$ cat src/rtl/mw_host.sv
module mw_host #(
  parameter int ADDR_W          = 7,
  parameter int DATA_W          = 16,
  parameter int LEN_W           = 8,
  parameter int CLK_NS          = 10,
  parameter int SK_HALF_NS      = 500,
  parameter int CS_GAP_NS       = 250,
  parameter int PROG_TIMEOUT_SK = 20000
) (
  input  logic              clk,
  input  logic              rst_n,
  input  logic              cmd_valid,
  output logic              cmd_ready,
  input  logic [1:0]        cmd_op,
  input  logic [ADDR_W-1:0] cmd_addr,
  input  logic [DATA_W-1:0] cmd_wdata,
  input  logic [LEN_W-1:0]  cmd_len,
  output logic              rd_valid,
  output logic [DATA_W-1:0] rd_data,
  output logic              done,
  output logic              done_err,
  output logic              mem_cs,
  output logic              mem_sk,
  output logic              mem_di,
  input  logic              mem_do
);
  localparam int HALF_RAW  = (SK_HALF_NS + CLK_NS - 1) / CLK_NS;
  localparam int HALF_CLKS = HALF_RAW < 1 ? 1 : HALF_RAW;
  localparam int GAP_RAW   = (CS_GAP_NS + CLK_NS - 1) / CLK_NS;
  localparam int GAP_CLKS  = GAP_RAW < 1 ? 1 : GAP_RAW;
  localparam int TO_CLKS   = PROG_TIMEOUT_SK * 2 * HALF_CLKS;
  localparam int TMAX      = TO_CLKS > GAP_CLKS ? TO_CLKS : GAP_CLKS;
  localparam int TW        = $clog2(TMAX + 1);
  localparam int HW        = $clog2(HALF_CLKS + 1);
  localparam int FRAME_W   = 3 + ADDR_W + DATA_W;
  localparam int BW        = $clog2(FRAME_W + 1);
  localparam int RW        = $clog2(DATA_W);

  localparam logic [1:0] OP_RD = 2'd0, OP_WR = 2'd1, OP_EN = 2'd2;

  typedef enum logic [2:0] {S_IDLE, S_SEND, S_RECV, S_GAP, S_POLL} st_t;

  st_t               st;
  logic [1:0]        op;
  logic [FRAME_W-1:0] frame;
  logic [BW-1:0]     bits;
  logic [HW-1:0]     hcnt;
  logic [RW-1:0]     rcnt;
  logic [LEN_W-1:0]  wleft;
  logic [TW-1:0]     tcnt;
  logic [DATA_W-2:0] rdsh;
  logic              pend_poll, err;

  wire tick    = (hcnt == HW'(HALF_CLKS - 1));
  wire fall    = tick && mem_sk;
  assign cmd_ready = (st == S_IDLE);
  assign mem_di    = (st == S_SEND) && frame[FRAME_W-1];

  always_ff @(posedge clk or negedge rst_n) begin
    if (!rst_n) begin
      st <= S_IDLE; op <= OP_RD; frame <= '0; bits <= '0; hcnt <= '0;
      rcnt <= '0; wleft <= '0; tcnt <= '0; rdsh <= '0; pend_poll <= 1'b0;
      err <= 1'b0; mem_cs <= 1'b0; mem_sk <= 1'b0;
      rd_valid <= 1'b0; rd_data <= '0; done <= 1'b0; done_err <= 1'b0;
    end else begin
      rd_valid <= 1'b0;
      done     <= 1'b0;
      done_err <= 1'b0;
      if (st == S_SEND || st == S_RECV) begin
        hcnt <= tick ? '0 : hcnt + 1'b1;
        if (tick) mem_sk <= ~mem_sk;
      end
      case (st)
        S_IDLE: if (cmd_valid) begin
          op <= cmd_op; wleft <= cmd_len; err <= 1'b0;
          mem_cs <= 1'b1; mem_sk <= 1'b0; hcnt <= '0;
          bits <= (cmd_op == OP_WR) ? BW'(FRAME_W) : BW'(3 + ADDR_W);
          case (cmd_op)
            OP_RD:   frame <= {3'b110, cmd_addr, {DATA_W{1'b0}}};
            OP_WR:   frame <= {3'b101, cmd_addr, cmd_wdata};
            OP_EN:   frame <= {3'b100, 2'b11, {(ADDR_W-2){1'b0}}, {DATA_W{1'b0}}};
            default: frame <= {3'b100, {ADDR_W{1'b0}}, {DATA_W{1'b0}}};
          endcase
          st <= S_SEND;
        end
        S_SEND: if (fall) begin
          frame <= {frame[FRAME_W-2:0], 1'b0};
          bits  <= bits - 1'b1;
          if (bits == BW'(1)) begin
            if (op == OP_RD) begin
              rcnt <= '0;
              st   <= S_RECV;
            end else begin
              mem_cs <= 1'b0; tcnt <= '0;
              pend_poll <= (op == OP_WR);
              st <= S_GAP;
            end
          end
        end
        S_RECV: if (fall) begin
          rdsh <= {rdsh[DATA_W-3:0], mem_do};
          rcnt <= rcnt + 1'b1;
          if (rcnt == RW'(DATA_W - 1)) begin
            rd_valid <= 1'b1;
            rd_data  <= {rdsh, mem_do};
            rcnt     <= '0;
            if (wleft == '0) begin
              mem_cs <= 1'b0; tcnt <= '0; pend_poll <= 1'b0;
              st <= S_GAP;
            end else begin
              wleft <= wleft - 1'b1;
            end
          end
        end
        S_GAP: begin
          tcnt <= tcnt + 1'b1;
          if (tcnt == TW'(GAP_CLKS - 1)) begin
            tcnt <= '0;
            if (pend_poll) begin
              mem_cs <= 1'b1;
              st     <= S_POLL;
            end else begin
              done     <= 1'b1;
              done_err <= err;
              st       <= S_IDLE;
            end
          end
        end
        S_POLL: begin
          tcnt <= tcnt + 1'b1;
          if (tcnt != '0 && mem_do) begin
            mem_cs <= 1'b0; pend_poll <= 1'b0; tcnt <= '0;
            st <= S_GAP;
          end else if (tcnt == TW'(TO_CLKS - 1)) begin
            mem_cs <= 1'b0; pend_poll <= 1'b0; tcnt <= '0; err <= 1'b1;
            st <= S_GAP;
          end
        end
        default: st <= S_IDLE;
      endcase
    end
  end
endmodule

$ cat config.mk
export PLATFORM = sky130hd
export DESIGN_NAME = mw_host
export DESIGN_NICKNAME = d
export VERILOG_FILES = /design/src/rtl/mw_host.sv
export SDC_FILE = /design/constraint.sdc
export NUM_CORES = 1
export LEC_CHECK = 0
export BUFFER_PORTS_ARGS = -buffer_cell sky130_fd_sc_hd__buf_2
export CAP_MARGIN = 20
export CORE_ASPECT_RATIO = 0.75
export CORE_MARGIN = 2
export CORE_UTILIZATION = 30
export CTS_BUF_LIST = sky130_fd_sc_hd__clkbuf_8
export CTS_CLUSTER_SIZE = 24
export DETAILED_ROUTE_END_ITERATION = 6
export REMOVE_ABC_BUFFERS = 1
export SETUP_SLACK_MARGIN = 0.1
export SLEW_MARGIN = 20
export SYNTH_ARGS = -nofsm -noshare
export SYNTH_HDL_FRONTEND = slang
export SYNTH_SLANG_ARGS = --single-unit
$ cat constraint.sdc
create_clock -name clk -period 6.7 [get_ports clk]
set_clock_uncertainty 0.1 [all_clocks]
set_input_delay 0.67 -clock clk [delete_from_list [all_inputs] [get_ports clk]]
set_output_delay 0.67 -clock clk [all_outputs]
set_load 0.01 [all_outputs]
**Word level (Yosys, flattened, before mapping)**

Index checks and enable logic that the tools add are counted.

- Flip-flop bits (word level): 113
- Input bits: 37
- Output and inout bits: 23
- Logic and storage cells: 154

- Add/subtract/negate cells: 5
- Equality and inequality tests: 26
- Mux-type cells: 78
- Bitwise logic cells: 1
- Reductions and logical operators: 27

Operators by type and width:

| kind | count |
|---|---|
| $mux 21 | 9 |
| $pmux 21 s4 | 1 |
| $pmux 25 s3 | 1 |
| $mux 26 | 2 |
| $pmux 26 s2 | 1 |
| $mux 8 | 4 |
| $mux 1 | 31 |
| $mux 3 | 10 |
| $mux 6 | 4 |
| $add 21x1->21 const B | 1 |
| $eq 21x21->1 const B | 1 |
| $eq 21x5->1 const B | 1 |
| $reduce_bool 21->1 | 1 |
| $mux 4 | 5 |
| $ne 2x2->1 const B | 9 |
| $pmux 8 s2 | 1 |
| $reduce_and 8->1 | 2 |
| $mux 5 | 3 |
| $pmux 3 s5 | 1 |
| $reduce_and 11->1 | 1 |
| $pmux 5 s2 | 1 |
| $reduce_and 5->1 | 2 |
| $logic_not 8->1 | 1 |
| $ne 2x1->1 const B | 4 |
| 30 further kinds | 40 |

**Longest topological paths before layout**

- Depth in word-level cells: 5
- Depth in mapped cells: 12
- Gate-level depth less buffers: 11

**Least setup slack after synthesis**

No wires, ideal clock.

- Path type: register to register
- Start: reg hcnt[1]
- End: reg bits[3]
- Library setup time: 0.124 ns
- Data arrival time: 2.336 ns
- Slack: 4.140 ns
- Stages on the path, launching flop included: 13
- Path buffers: 2
- Cell sequence: dfrtp_1 -> inv_1 -> ha_1 -> nand4b_1 -> nor2_1 -> ha_1 -> clkbuf_1 -> mux2i_1 -> nand2b_1 -> clkbuf_1 -> or4_1 -> xor2_1 -> nand2_1

- Longest elaborated chain between the ends: 4

RTL lines:

| what | line | source |
|---|---|---|
| start: declaration | 47 | `logic [HW-1:0] hcnt;` |
| start signal: assignment | 70 | `hcnt <= tick ? '0 : hcnt + 1'b1;` |
| $eq 6x6->1 | 54 | `wire tick = (hcnt == HW'(HALF_CLKS - 1));` |
| $logic_and 1x1->1 | 55 | `wire fall = tick && mem_sk;` |
| $ne 2x2->1 (no source line) | n/a |  |
| $reduce_and 3->1 (no source line) | n/a |  |
| end signal: assignment | 77 | `bits <= (cmd_op == OP_WR) ? BW'(FRAME_W) : BW'(3 + ADDR_W);` |
| end signal: assignment | 88 | `bits <= bits - 1'b1;` |
| end: declaration | 46 | `logic [BW-1:0] bits;` |

No other way between the ends.
A chain may end at the register's enable or synchronous reset.

**Worst setup path after layout**

- Start: reg st[1]
- End: reg wleft[0]

- Longest elaborated chain between the ends: 3

RTL lines:

| what | line | source |
|---|---|---|
| start: declaration | 43 | `st_t st;` |
| start signal: assignment | 61 | `st <= S_IDLE; op <= OP_RD; frame <= '0; bits <= '0; hcnt <= '0;` |
| start signal: assignment | 84 | `st <= S_SEND;` |
| start signal: assignment | 92 | `st <= S_RECV;` |
| $eq 3x2->1 / $logic_not 3->1 (equally long branches) | 73 | `case (st)` |
| $ne 2x2->1 (no source line) (tied with other cells) | n/a |  |
| $reduce_and 5->1 (no source line) | n/a |  |
| end signal: assignment | 111 | `wleft <= wleft - 1'b1;` |
| end: declaration | 49 | `logic [LEN_W-1:0] wleft;` |

Parallel ways exist; a longest one is shown, timed or not.

==> key figures <==
CTS
  – Worst-Skew Late Latency: 0.43 ns
  – # hold bufs at CTS: 0
  – CTS Buf Count: 17
  – Clock sink total: 113
  – TritonCTS clock tree: yes
  – Post-CTS sizing: 0
  – CTS Root Cell: clkbuf_8
  – Htree depth: 4
  – CTS max path bufs: 2
  – Setup bufs post-CTS: 0
  – Worst-path clk slew: 0.08 ns

Detailed routing
  – Final wirelength: 12700 um
  – ANT nets after route: 0
  – Routed WL per cell: 14.5 um
  – Number of remaining DRC errors: 0
  – DRT Pass-1 Iters: 6
  – DR vias/cell: 4.99
  – Vias: 4368
  – DRT iter0 DRCs: 317

Worst hold path
  – Worst hold path class: in -> async

Synthesis
  – Synth Instances: 563
  – Post-synthesis sequential area ratio: 50.2%
  – Post-synth top area cell: dfrtp_1
  – Seq cells post-synth: 113
  – Unique cell type count in the Yosys netlist: 71
  – Syn_area_per_cell: 10.0 sq um
  – Ranking of synthesized cells by area: dfrtp_1 50%, mux2_2 6.0%, nor2_1 4.8%
  – Cell Area, Synth: 5630 sq um
  – Synth async-reset ratio: 100%
  – Yosys warnings: 0
  – Number of enable flip-flop cells after synthesis: 0
  – Main flop type after synthesis: dfrtp_1
  – Yosys top cell area share: 50.2%

Worst setup path
  – R2R setup slack: 3.41 ns
  – Crit. End Element: flip-flop
  – Critical path fanouts, max: 19
  – CP Launch Type: flip-flop
  – Critical path class: reg -> reg
  – Arrival @ worst endpoint: 3.54 ns
  – WP data required: 6.95 ns

STA
  – RSZ-0062 raised after global routing: false
  – Final Cycle Share: 49.2%
  – Final Critical Period: 3.29 ns
  – Worst Tran Pin Value: 0.967 ns
  – Final hold violations: 0
  – Rel. slew slack: 35.4%
  – Final setup fails: 0
  – Setup_tns: 0 ns
  – F_max: 304 MHz
  – Final Max Tran Viols: 0
  – Hold_ws: 0.0665 ns

Floorplan
  – Starting Density: 30.5%
  – Die Width: 162 um
  – Die area: 19900 sq um
  – Die Span Y: 123 um
  – Core box area: 18500 sq um
  – I/O Pins: 60
  – Row count: 43

Layout
  – Final #Nets: 663
  – Reg area: 2830 sq um
  – Multi-input logic area: 2610 sq um
  – Layout cells sized above 1: 23.7%
  – N_diodes: 0
  – Commonest non-fill, non-tap cell in the layout: dfrtp_1
  – Filler instances: 1881
  – Area Growth Syn to Fin: 15.9%
  – Most frequent cells in the layout: 113 x dfrtp_1, 72 x nor2_1, 58 x buf_2

Pwr
  – PwrDens: 367 nW/um^2
  – Combinational share of power: 31.7%
  – Maximum VDD drop: 0.000178 V
  – Switching pwr: 0.000941 W
  – Seq pwr share: 41.7%
  – Cell leakage power: 3.00 nW
  – Switching share of power: 39.3%
  – Part of the power in the clock network: 26.6%
  – P_int: 0.00145 W

Global route
  – Global-route wire length before repair: 21800 um
  – Initial antenna violation count: 0
  – Vias in the first global route: 4210
  – Grt ovf: 0
  – Gr usage total: 13.6%
  – Pin count of the biggest net entering global routing: 82

Flow run
  – Max-Cap Viols: 0

Placement
  – Dpl hpwl: 8370 um
  – GP Congestion: 0.827
  – Port Buffer Count: 59

Status
  – Outcome: complete, no violations
[cell type report]
cell class | instances | share of cell area [%]
Clock buffer | 19 | 4.01
Sequential cell | 113 | 43.3
Tap cell | 247 | 4.73
Multi-Input combinational cell | 403 | 39.9
Inverter | 18 | 1.04
Timing Repair Buffer | 63 | 5.08
Clock inverter | 13 | 1.92
[flip-flops by register name, indices dropped and copies added, names as in the netlist]
signal     cells
mem_cs         1
bits           5
rdsh          15
tcnt          21
err            1
pend_poll      1
done           1
hcnt           6
op             2
rd_data       16
rd_valid       1
rcnt           4
frame         26
wleft          8
done_err       1
st             3
mem_sk         1
[cell usage after synthesis (all sizes together) (2+ instances only)]
library cell and count:
buf 14, nor4b 2, o31ai 6, o31a 2, nor2 74, a21boi 2
o21a 2, inv 18, a21oi 38, or3 4, mux2 31, o21ai 37
o22a 3, dfrtp 113, a22oi 3, xnor2 3, and3 10, nand3 23
a31oi 9, xor2 6, nor3 15, nand4 5, nand2 48, a211o 2
a211oi 2, o22ai 3, o211ai 2, nand2b 2, a221oi 15, nor4 10
a22o 2, a2bb2oi 2, a21o 4, ha 10, clkbuf 15, and2 4
mux2i 2, nor3b 5
[power groups by stage]
stage	Clock [W]	Sequential, W	Combinational (W)
after global placement	0	0.00101	0.000750
after detailed placement	0	0.00101	0.000762
after floorplan	0	0.000970	0.000558
after global routing	0.000688	0.00102	0.000878
final	0.000638	0.000998	0.000759
after CTS	0.000650	0.000997	0.000764
[metrics by stage]
step           worst slack [ns]  power [W]  area, sq um  instances  utilization, %
5_1_grt                    3.07    0.00259         6530        876            35.4
6_report                   3.41    0.00240         6530        876            35.4
3_5_place_dp               3.43    0.00177         6140        844            33.3
2_1_floorplan              3.62    0.00153         5480        534               -
3_3_place_gp               3.48    0.00176         6140        844            33.3
4_1_cts                    3.39    0.00241         6520        876            35.4
[path summary, 6_finish.rpt]
path / cells after the start / start / to
setup / recovery: 6 / st[1] / wleft[0]
min in group clk: 3 / cmd_wdata[0] / frame[0]
hold / removal: 1 / rst_n / rd_data[9]
max in group asynchronous: 2 / rst_n / wleft[6]
hold reg to reg: 2 / frame[0] / frame[0]
setup reg to reg: 6 / st[1] / wleft[0]
[critical path, stage by stage (launching register included)]
cell and delay (ns):
dfrtp_1 0.70, nor3b_4 0.78, nand2_4 0.30, nor2_4 0.55, a21oi_2 0.31, or3_1 0.41, o21ai_0 0.07
[cell families (layout without fill, tap and decap cells)]
family	after synthesis	after routing	share of synthesized area [%]
and+or+nand+nor	209	209	19.0
buffers and inverters	47	113	3.82
DFF	113	113	50.2
xor gates and xnor gates	9	9	1.40
adders and majority gates	10	10	2.22
AOI/OAI and AO/OA	142	142	16.8
muxes	33	33	6.55
[metal layers]
layer / part of all wire (%) / GRT usage [%] / wire [um] / vias up
met5: 0 / 0 / 0 / -
met1: 54 / 21.1 / 6820 / 2118
met2: 40 / 18.7 / 5120 / 103
met4: 0.69 / 4.09 / 87 / 0
met3: 5.0 / 3.18 / 633 / 6
li1: - / - / - / 2141
No activity file was read; power rests on OpenSTA's default activity.
